**src/rtl/rxr_pkg.sv**
```systemverilog
package rxr_pkg;
  localparam int STB_OK    = 0;
  localparam int STB_ALIGN = 1;
  localparam int STB_CRC   = 2;
  localparam int STB_LONG  = 3;
  localparam int STB_RUNT  = 4;
  localparam int STB_SYM   = 5;
  localparam int STB_BCAST = 13;
  localparam int STB_PHYS  = 14;
  localparam int STB_MCAST = 15;

  localparam int IRB_DONE  = 0;
  localparam int IRB_OVF   = 4;
  localparam int IRB_FOVF  = 6;

  typedef enum logic [1:0] {
    WS_RUN  = 2'd0,
    WS_DROP = 2'd1,
    WS_HDR  = 2'd2
  } wr_state_e;
endpackage

```
**src/rtl/rxr_space.sv**
```systemverilog
module rxr_space #(
  parameter int RING_W = 15
) (
  input  logic              clk,
  input  logic              rst_n,
  input  logic [1:0]        len_idx,
  input  logic [RING_W-1:0] wr_off,
  input  logic [RING_W:0]   rd_reg,
  output logic [RING_W-1:0] ring_mask,
  output logic [RING_W:0]   free_bytes,
  output logic              empty
);
  localparam int OFF_W    = RING_W + 1;
  localparam int BASE_LEN = 1 << (RING_W - 2);

  logic [1:0]       sel;
  logic [OFF_W-1:0] ring_len;
  logic [OFF_W-1:0] mask_ext;
  logic [OFF_W-1:0] rd_pos;
  logic [OFF_W-1:0] diff;

  always_comb begin
    sel       = (len_idx > 2'd2) ? 2'd2 : len_idx;
    ring_len  = OFF_W'(BASE_LEN) << sel;
    mask_ext  = ring_len - OFF_W'(1);
    ring_mask = mask_ext[RING_W-1:0];
    rd_pos    = (rd_reg + OFF_W'(16)) & mask_ext;
    diff      = (rd_pos - {1'b0, wr_off}) & mask_ext;
    empty     = (diff == '0);
    free_bytes = empty ? ring_len : diff;
  end

  assert_offset_in_ring_R4: assert property (@(posedge clk) disable iff (!rst_n)
    {1'b0, wr_off} < ring_len);
endmodule

```
**src/rtl/rxr_pack.sv**
```systemverilog
module rxr_pack #(
  parameter int LANES = 4
) (
  input  logic                     clk,
  input  logic                     rst_n,
  input  logic                     take,
  input  logic [$clog2(LANES)-1:0] lane,
  input  logic [7:0]               din,
  output logic [8*LANES-1:0]       word_next
);
  localparam int LW = $clog2(LANES);

  logic [8*LANES-1:0] acc_q;

  for (genvar g = 0; g < LANES; g++) begin : g_lane
    always_comb begin
      if (lane == LW'(g))
        word_next[8*g +: 8] = din;
      else if (lane == '0)
        word_next[8*g +: 8] = 8'h00;
      else
        word_next[8*g +: 8] = acc_q[8*g +: 8];
    end
  end

  always_ff @(posedge clk) begin
    if (!rst_n)    acc_q <= '0;
    else if (take) acc_q <= word_next;
  end
endmodule

```
**src/rtl/rxr_irq.sv**
```systemverilog
module rxr_irq #(
  parameter int MISS_W = 24
) (
  input  logic              clk,
  input  logic              rst_n,
  input  logic [15:0]       set_vec,
  input  logic              bump,
  input  logic              clr_we,
  input  logic [15:0]       clr_data,
  output logic [15:0]       status,
  output logic [MISS_W-1:0] missed
);
  logic [15:0] clr_mask;

  always_comb clr_mask = clr_we ? clr_data : 16'h0000;

  always_ff @(posedge clk) begin
    if (!rst_n) begin
      status <= '0;
      missed <= '0;
    end else begin
      status <= set_vec | (status & ~clr_mask);
      if (bump && (missed != '1)) missed <= missed + MISS_W'(1);
    end
  end

  assert_set_wins_R10: assert property (@(posedge clk) disable iff (!rst_n)
    set_vec[0] |=> status[0]);
  assert_clear_works_R10: assert property (@(posedge clk) disable iff (!rst_n)
    (clr_we && clr_data[0] && !set_vec[0]) |=> !status[0]);
  assert_missed_step_R7: assert property (@(posedge clk) disable iff (!rst_n)
    !$stable(missed) |-> (missed == $past(missed) + MISS_W'(1)));
endmodule

```
**src/rtl/rxr_writer.sv**
```systemverilog
module rxr_writer
  import rxr_pkg::*;
#(
  parameter int RING_W  = 15,
  parameter int CAP     = 2047,
  parameter int MIN_LEN = 64,
  parameter int MAX_LEN = 1518,
  parameter int MISS_W  = 24
) (
  input  logic              clk,
  input  logic              rst_n,
  input  logic [1:0]        cfg_len_idx,
  input  logic              cfg_keep_bad,
  input  logic              s_valid,
  output logic              s_ready,
  input  logic [7:0]        s_data,
  input  logic              s_last,
  input  logic              s_crc_err,
  input  logic              s_align_err,
  input  logic              s_sym_err,
  input  logic              s_bcast,
  input  logic              s_phys,
  input  logic              s_mcast,
  input  logic              rdptr_we,
  input  logic [RING_W:0]   rdptr_wdata,
  input  logic              int_clr_we,
  input  logic [15:0]       int_clr_data,
  output logic [15:0]       int_status,
  output logic              buf_empty,
  output logic [RING_W-1:0] wr_offset,
  output logic [MISS_W-1:0] missed_cnt,
  output logic              mem_we,
  output logic [RING_W-1:0] mem_addr,
  output logic [31:0]       mem_wdata
);
  localparam int CNT_W = $clog2(CAP + 2);
  localparam int OFF_W = RING_W + 1;

  wr_state_e         state_q;
  logic [CNT_W-1:0]  idx_q, cnt_now, hdr_count_q;
  logic [15:0]       hdr_status_q, stat_now;
  logic [RING_W-1:0] wr_off_q, ring_mask, data_addr, next_wr;
  logic [OFF_W-1:0]  free_bytes, dword_off, entry_size, sum_d, sum_w;
  logic [RING_W:0]   rdptr_q;
  logic [31:0]       word_next;
  logic              accept, run_take, flush, no_room, cap_hit, runt, too_long, bad;
  logic              go_fovf, go_ovf, do_data, end_ok;
  logic [15:0]       set_vec;

  always_ff @(posedge clk) begin
    if (!rst_n)        rdptr_q <= OFF_W'(16'hFFF0);
    else if (rdptr_we) rdptr_q <= rdptr_wdata;
  end

  rxr_space #(.RING_W(RING_W)) u_space (
    .clk(clk), .rst_n(rst_n), .len_idx(cfg_len_idx), .wr_off(wr_off_q),
    .rd_reg(rdptr_q), .ring_mask(ring_mask), .free_bytes(free_bytes), .empty(buf_empty)
  );

  assign s_ready  = (state_q != WS_HDR);
  assign accept   = s_valid && s_ready;
  assign run_take = accept && (state_q == WS_RUN);

  rxr_pack #(.LANES(4)) u_pack (
    .clk(clk), .rst_n(rst_n), .take(run_take), .lane(idx_q[1:0]),
    .din(s_data), .word_next(word_next)
  );

  always_comb begin
    dword_off  = OFF_W'({idx_q[CNT_W-1:2], 2'b00}) + OFF_W'(4);
    no_room    = (dword_off + OFF_W'(4)) >= free_bytes;
    cap_hit    = (idx_q == CNT_W'(CAP));
    flush      = (idx_q[1:0] == 2'd3) || s_last;
    cnt_now    = idx_q + CNT_W'(1);
    runt       = cnt_now < CNT_W'(MIN_LEN);
    too_long   = cnt_now > CNT_W'(MAX_LEN);
    bad        = s_crc_err | s_align_err | s_sym_err | runt | too_long;
    stat_now   = '0;
    stat_now[STB_OK]    = !bad;
    stat_now[STB_ALIGN] = s_align_err;
    stat_now[STB_CRC]   = s_crc_err;
    stat_now[STB_LONG]  = too_long;
    stat_now[STB_RUNT]  = runt;
    stat_now[STB_SYM]   = s_sym_err;
    stat_now[STB_BCAST] = s_bcast;
    stat_now[STB_PHYS]  = s_phys;
    stat_now[STB_MCAST] = s_mcast;

    go_fovf = run_take && cap_hit;
    go_ovf  = run_take && !cap_hit && flush && no_room;
    do_data = run_take && !cap_hit && flush && !no_room;
    end_ok  = do_data && s_last && (!bad || cfg_keep_bad);

    sum_d      = {1'b0, wr_off_q} + dword_off;
    data_addr  = sum_d[RING_W-1:0] & ring_mask;
    entry_size = (OFF_W'(hdr_count_q) + OFF_W'(7)) & ~OFF_W'(3);
    sum_w      = {1'b0, wr_off_q} + entry_size;
    next_wr    = sum_w[RING_W-1:0] & ring_mask;

    set_vec = '0;
    set_vec[IRB_DONE] = (state_q == WS_HDR);
    set_vec[IRB_OVF]  = go_ovf;
    set_vec[IRB_FOVF] = go_fovf;
  end

  always_ff @(posedge clk) begin
    if (!rst_n) begin
      state_q      <= WS_RUN;
      idx_q        <= '0;
      hdr_count_q  <= '0;
      hdr_status_q <= '0;
      wr_off_q     <= '0;
      mem_we       <= 1'b0;
      mem_addr     <= '0;
      mem_wdata    <= '0;
    end else begin
      mem_we <= 1'b0;
      unique case (state_q)
        WS_RUN: if (accept) begin
          if (go_fovf || go_ovf) begin
            idx_q   <= '0;
            state_q <= s_last ? WS_RUN : WS_DROP;
          end else if (s_last) begin
            idx_q   <= '0;
            state_q <= end_ok ? WS_HDR : WS_RUN;
          end else begin
            idx_q <= idx_q + CNT_W'(1);
          end
        end
        WS_DROP: if (accept && s_last) state_q <= WS_RUN;
        WS_HDR: begin
          state_q   <= WS_RUN;
          mem_we    <= 1'b1;
          mem_addr  <= wr_off_q;
          mem_wdata <= {16'(hdr_count_q), hdr_status_q};
          wr_off_q  <= next_wr;
        end
        default: state_q <= WS_RUN;
      endcase
      if (do_data) begin
        mem_we    <= 1'b1;
        mem_addr  <= data_addr;
        mem_wdata <= word_next;
      end
      if (end_ok) begin
        hdr_count_q  <= cnt_now;
        hdr_status_q <= stat_now;
      end
    end
  end

  rxr_irq #(.MISS_W(MISS_W)) u_irq (
    .clk(clk), .rst_n(rst_n), .set_vec(set_vec), .bump(go_ovf || go_fovf),
    .clr_we(int_clr_we), .clr_data(int_clr_data), .status(int_status), .missed(missed_cnt)
  );

  assign wr_offset = wr_off_q;

  assert_dword_aligned_R2: assert property (@(posedge clk) disable iff (!rst_n)
    mem_we |-> (mem_addr[1:0] == 2'b00));
  assert_commit_with_header_R5: assert property (@(posedge clk) disable iff (!rst_n)
    !$stable(wr_off_q) |-> (mem_we && (mem_addr == $past(wr_off_q))));
endmodule

```
**config.mk**
```make
export PLATFORM = sky130hd
export DESIGN_NAME = rxr_writer
export DESIGN_NICKNAME = d
export VERILOG_FILES = /design/src/rtl/rxr_pkg.sv /design/src/rtl/rxr_space.sv /design/src/rtl/rxr_pack.sv /design/src/rtl/rxr_irq.sv /design/src/rtl/rxr_writer.sv
export SDC_FILE = /design/constraint.sdc
export NUM_CORES = 1
export LEC_CHECK = 0
export ABC_AREA = 1
export BUFFER_PORTS_ARGS = -buffer_cell sky130_fd_sc_hd__buf_2
export CAP_MARGIN = 40
export CORE_ASPECT_RATIO = 0.7
export CORE_UTILIZATION = 45
export DETAILED_ROUTE_END_ITERATION = 12
export PLACE_DENSITY = 0.65
export SYNTH_ARGS = -nofsm -noshare
export SYNTH_HDL_FRONTEND = slang
export SYNTH_SLANG_ARGS = --single-unit
```
**constraint.sdc**
```tcl
create_clock -name clk -period 4.13 [get_ports clk]
set_clock_uncertainty 0.1 [all_clocks]
set_input_delay 0 -clock clk [delete_from_list [all_inputs] [get_ports clk]]
set_output_delay 0 -clock clk [all_outputs]
set_load 0.05 [all_outputs]
```
==> report_table.html <==
<table>
<tr><th>Metric</th><th>Value</th></tr>
<tr><th colspan="2">Clocking</th></tr>
<tr><td>Clock tree from TritonCTS</td><td>yes</td></tr>
<tr><td>Cell at the root of the clock tree</td><td>clkbuf_16</td></tr>
<tr><td>Clock latency on the worst-skew pair</td><td>0.44 ns</td></tr>
<tr><td>Clock transition at the registers of the reported paths</td><td>0.07 ns</td></tr>
<tr><td>TritonCTS buffer count</td><td>17</td></tr>
<tr><td>Buffer depth of the longest clock path</td><td>2</td></tr>
<tr><td>Count of H-tree levels built during CTS</td><td>4</td></tr>
<tr><td>Clock Sinks</td><td>181</td></tr>
<tr><th colspan="2">Place</th></tr>
<tr><td>IO Port Bufs</td><td>154</td></tr>
<tr><td>HPWL after detailed placement</td><td>24100 um</td></tr>
<tr><td>Placer's final routability congestion estimate</td><td>0.903</td></tr>
<tr><td>Setup WS pre-CTS</td><td>-0.120 ns</td></tr>
<tr><th colspan="2">Floorplan</th></tr>
<tr><td>Number of rows created at floorplan</td><td>47</td></tr>
<tr><td>Die Area</td><td>0.0251 mm^2</td></tr>
<tr><td>Die Height</td><td>133 um</td></tr>
<tr><td>Horizontal die dimension</td><td>189 um</td></tr>
<tr><td>Core Footprint</td><td>0.0238 mm^2</td></tr>
<tr><td>Top-level I/O count</td><td>160</td></tr>
<tr><td>Effective utilization at floorplan</td><td>0.462</td></tr>
<tr><th colspan="2">Worst setup path</th></tr>
<tr><td>Most numerous cell on the critical path</td><td>nand2_1</td></tr>
<tr><td>Worst setup path startpoint</td><td>rdptr_q[5]</td></tr>
<tr><td>Signal arrival time at the worst endpoint</td><td>4.40 ns</td></tr>
<tr><td>Critical Path Source Type</td><td>flop</td></tr>
<tr><td>Required arrival time at the worst endpoint</td><td>4.33 ns</td></tr>
<tr><td>Capturing instance or port of the critical path</td><td>hdr_status_q[13]</td></tr>
<tr><td>Crit Path Max Fanout</td><td>11</td></tr>
<tr><td>Cells on worst reg2reg path</td><td>24</td></tr>
<tr><td>Cell with the biggest individual delay on the critical path</td><td>dfxtp_4</td></tr>
<tr><td>Path type of the worst setup path</td><td>reg2reg</td></tr>
<tr><td>Worst path cell trace</td><td>ha_4 &gt; buf_4 &gt; xor2_1 &gt; ha_1 &gt; nand2_1 &gt; inv_1 &gt; a21oi_2 &gt; nand2_1 &gt; nand2_1 &gt; nand2_1 &gt; xor2_1 &gt; inv_1 &gt; nand3_2 &gt; nor4_4 &gt; o21ai_1 &gt; ha_1 &gt; a21oi_2 &gt; a21oi_4 &gt; nand2_4 &gt; nand4_1 &gt; buf_6 &gt; clkbuf_16 &gt; nand2_1 &gt; a21oi_1</td></tr>
<tr><td>Launch point of the worst reg-to-reg path</td><td>rdptr_q[5]</td></tr>
<tr><td>Crit path capture type</td><td>flop</td></tr>
<tr><td>Worst reg2reg setup slack</td><td>-0.07 ns</td></tr>
<tr><td>Longest individual stage delay on the worst path</td><td>0.37 ns</td></tr>
<tr><td>Endpoint of the most critical register-to-register path</td><td>hdr_status_q[13]</td></tr>
<tr><th colspan="2">Timing</th></tr>
<tr><td>Final Hold Fails</td><td>0</td></tr>
<tr><td>Final setup violating endpoints</td><td>64</td></tr>
<tr><td>Final Cycle Share</td><td>1.02</td></tr>
<tr><td>Minimum clock period</td><td>4.20 ns</td></tr>
<tr><td>Unrepaired setup endpoints after global routing</td><td>true</td></tr>
<tr><td>Transition time of the tightest slew-check pin</td><td>0.874 ns</td></tr>
<tr><td>Hold Slack</td><td>0.139 ns</td></tr>
<tr><td>Final-report max-slew violation count</td><td>0</td></tr>
<tr><td>Smallest setup slack after layout</td><td>-0.0710 ns</td></tr>
<tr><td>Max_slew headroom</td><td>0.417</td></tr>
<tr><td>Fmax</td><td>238 MHz</td></tr>
<tr><th colspan="2">Synthesis</th></tr>
<tr><td>Count of different cell masters after synthesis</td><td>45</td></tr>
<tr><td>Post-synthesis cell area</td><td>0.0110 mm^2</td></tr>
<tr><td>Cell with the most instances after synthesis</td><td>nand2_1</td></tr>
<tr><td>Top_reg_cell synth</td><td>dfxtp_1</td></tr>
<tr><td>Yosys warnings</td><td>0</td></tr>
<tr><td>Cell type with the highest aggregate area in the netlist</td><td>dfxtp_1</td></tr>
<tr><td>Cell count after synthesis</td><td>1648</td></tr>
<tr><td>Commonest cells in the synthesized netlist</td><td>nand2_1 (372), inv_1 (193), dfxtp_1 (181)</td></tr>
<tr><td>Top-area cell type share of the netlist area</td><td>0.329</td></tr>
<tr><td>Avg Inst Size Synth</td><td>6.68 um^2</td></tr>
<tr><td>Sequential share of the synthesized area</td><td>0.329</td></tr>
<tr><td>#FFs+latches synth</td><td>181</td></tr>
<tr><td>FFs w/ async S/R, synth</td><td>0</td></tr>
<tr><td>EDFF count, synth</td><td>0</td></tr>
<tr><td>Cells taking the most area after synthesis</td><td>dfxtp_1 (33%), nand2_1 (13%), a21oi_1 (7.3%)</td></tr>
<tr><th colspan="2">Pwr</th></tr>
<tr><td>Cell leakage power</td><td>0.00652 uW</td></tr>
<tr><td>Peak supply drop</td><td>0.291 mV</td></tr>
<tr><td>Power per standard cell area</td><td>307 mW/mm^2</td></tr>
<tr><td>Power after layout</td><td>4440 uW</td></tr>
<tr><th colspan="2">Cells and area</th></tr>
<tr><td>Area of combinational cells with multiple inputs</td><td>0.00693 mm^2</td></tr>
<tr><td>Sequential cell area</td><td>0.00364 mm^2</td></tr>
<tr><td>Fraction of final layout cells with drive strength greater than 1</td><td>0.205</td></tr>
<tr><td>Number of nets in the layout</td><td>1995</td></tr>
<tr><td>Number of fill cells in the layout</td><td>2164</td></tr>
<tr><td>Utilization of the core after routing</td><td>0.608</td></tr>
<tr><td>Synth-to-layout area growth</td><td>31.5%</td></tr>
<tr><th colspan="2">Route</th></tr>
<tr><td>Routed metal-1 wirelength</td><td>17100 um</td></tr>
<tr><td>Count of TritonRoute iterations in the first routing pass</td><td>7</td></tr>
<tr><td>Met2 wire length</td><td>15900 um</td></tr>
<tr><td>Drc violations</td><td>0</td></tr>
<tr><td>Detailed route wirelength on metal3</td><td>3210 um</td></tr>
<tr><td>Number of nets with antenna violations after detailed routing</td><td>0</td></tr>
<tr><td>Vias per Instance</td><td>5.38</td></tr>
<tr><td>Sum of routed wire length over all layers</td><td>37000 um</td></tr>
<tr><td>Starting DRC count in detailed routing</td><td>1298</td></tr>
<tr><td>Number of vias in the routed layout</td><td>11895</td></tr>
<tr><td>Average wire per standard cell</td><td>16.7 um</td></tr>
<tr><td>Top layer used by detailed routing</td><td>met4</td></tr>
<tr><th colspan="2">Global routing</th></tr>
<tr><td>Number of global-route vias before repair</td><td>10618</td></tr>
<tr><td>Global route overflow</td><td>0</td></tr>
<tr><td>Antenna violations before repair</td><td>1</td></tr>
<tr><td>Global-route wire length before repair</td><td>55100 um</td></tr>
<tr><td>Pin count of the biggest net entering global routing</td><td>80</td></tr>
<tr><td>All-Layer GR Usage</td><td>0.276</td></tr>
<tr><th colspan="2">Run</th></tr>
<tr><td>Number of max-cap violations</td><td>0</td></tr>
<tr><th colspan="2">Status</th></tr>
<tr><td>Failing checks</td><td>negative setup slack</td></tr>
<tr><td>Status</td><td>complete, but fails checks</td></tr>
<tr><th colspan="2">Hold path</th></tr>
<tr><td>Worst min path class</td><td>in2reg</td></tr>
</table>
==> metal layers <==
metal  track usage  vias up
li1              -     5821
met1         0.399     5488
met2         0.411      523
met3        0.0602       63
met4        0.0766        0
met5             0        -
==> sequential cells by signal, summed over array words and instances, names as in the netlist <==
register,cells
mem_wdata,32
u_pack.acc_q,32
u_irq.missed,24
u_irq.status,16
rdptr_q,15
mem_addr,13
wr_offset,13
hdr_count_q,12
idx_q,12
hdr_status_q,9
state_q,2
mem_we,1
==> cells by family (layout without fill, tap and decap cells) <==
group / count (synthesis) / count (layout) / share of synthesized area
AOI/OAI and AO/OA: 309 / 309 / 0.151
buffers and inverters: 273 / 512 / 0.0992
adders and majority gates: 59 / 59 / 0.0685
other: 2 / 8 / 0.000683
DFF: 181 / 181 / 0.329
and+or+nand+nor: 754 / 756 / 0.295
xor gates and xnor gates: 70 / 70 / 0.0557
==> per-stage QoR <==
stage          area (um^2)  setup TNS (ns)  std cells
2_1_floorplan        11100           -1.48       1653
3_3_place_gp         12100               0       2068
3_5_place_dp         12100           -3.31       2070
4_1_cts              13600               0       2187
5_1_grt              14500          -15.79       2213
6_report             14500           -1.95       2213
==> worst min-delay path by stage <==
stage                                start          endpoint  slack [ns]  cells after the start
after CTS                     cfg_keep_bad   hdr_count_q[10]        0.11                      6
after detailed placement   int_clr_data[7]   u_irq.status[7]        0.08                      2
final                         cfg_keep_bad   hdr_status_q[5]        0.14                      6
after global routing          cfg_keep_bad   hdr_status_q[2]        0.14                      6
after floorplan           int_clr_data[15]  u_irq.status[15]      -0.008                      1
after global placement     int_clr_data[1]   u_irq.status[1]        0.07                      2
==> layout by cell type, fill, tap and decap left out, types with 8 or more instances in the layout <==
master	n
nand3b_1	8
nor3_1	18
nand3_2	20
nand2_2	31
xnor2_1	13
nor2_2	10
nand3_1	101
dlygate4sd3_1	84
clkbuf_16	22
a21oi_2	40
buf_2	154
nand4_1	27
nand3_4	8
nor2_1	148
buf_4	31
dfxtp_1	174
inv_1	187
nand2_1	348
o21ai_0	107
ha_1	52
a21oi_1	130
a31oi_1	12
xor2_1	56
==> worst max-delay path, delay by kind of cell, from the launching register on <==
kind,cells,cell delay (ns)
compound gates,5,0.70
xor+xnor,2,0.32
fa+ha+maj,3,0.87
buf+inv,5,0.68
flops,1,0.37
simple gates,9,1.01
==> final cells by class <==
cell class,instances,area share
Antenna cell,1,0.000173
Clock buffer,22,0.0328
Clock inverter,10,0.00839
Inverter,194,0.0515
Multi-Input combinational cell,1201,0.479
Sequential cell,181,0.252
Tap cell,318,0.0275
Timing Repair Buffer,284,0.148
Timing Repair inverter,2,0.00112
==> power by group <==
part	internal (uW)	switching (uW)	leakage (uW)
registers	1800	36.2	0.00147
logic	329	596	0.00476
clock network	945	736	0.000285
==> timing repair <==
action	4_1_cts	5_1_grt
gates cloned	0	10
hold buffers	84	0
gates resized for setup	8	140
endpoints found under the hold margin	93	0
setup endpoints to repair	64	105
pin swaps	3	42
buffers inserted	1	15
Note: power is estimated with default switching activity, not from simulation.
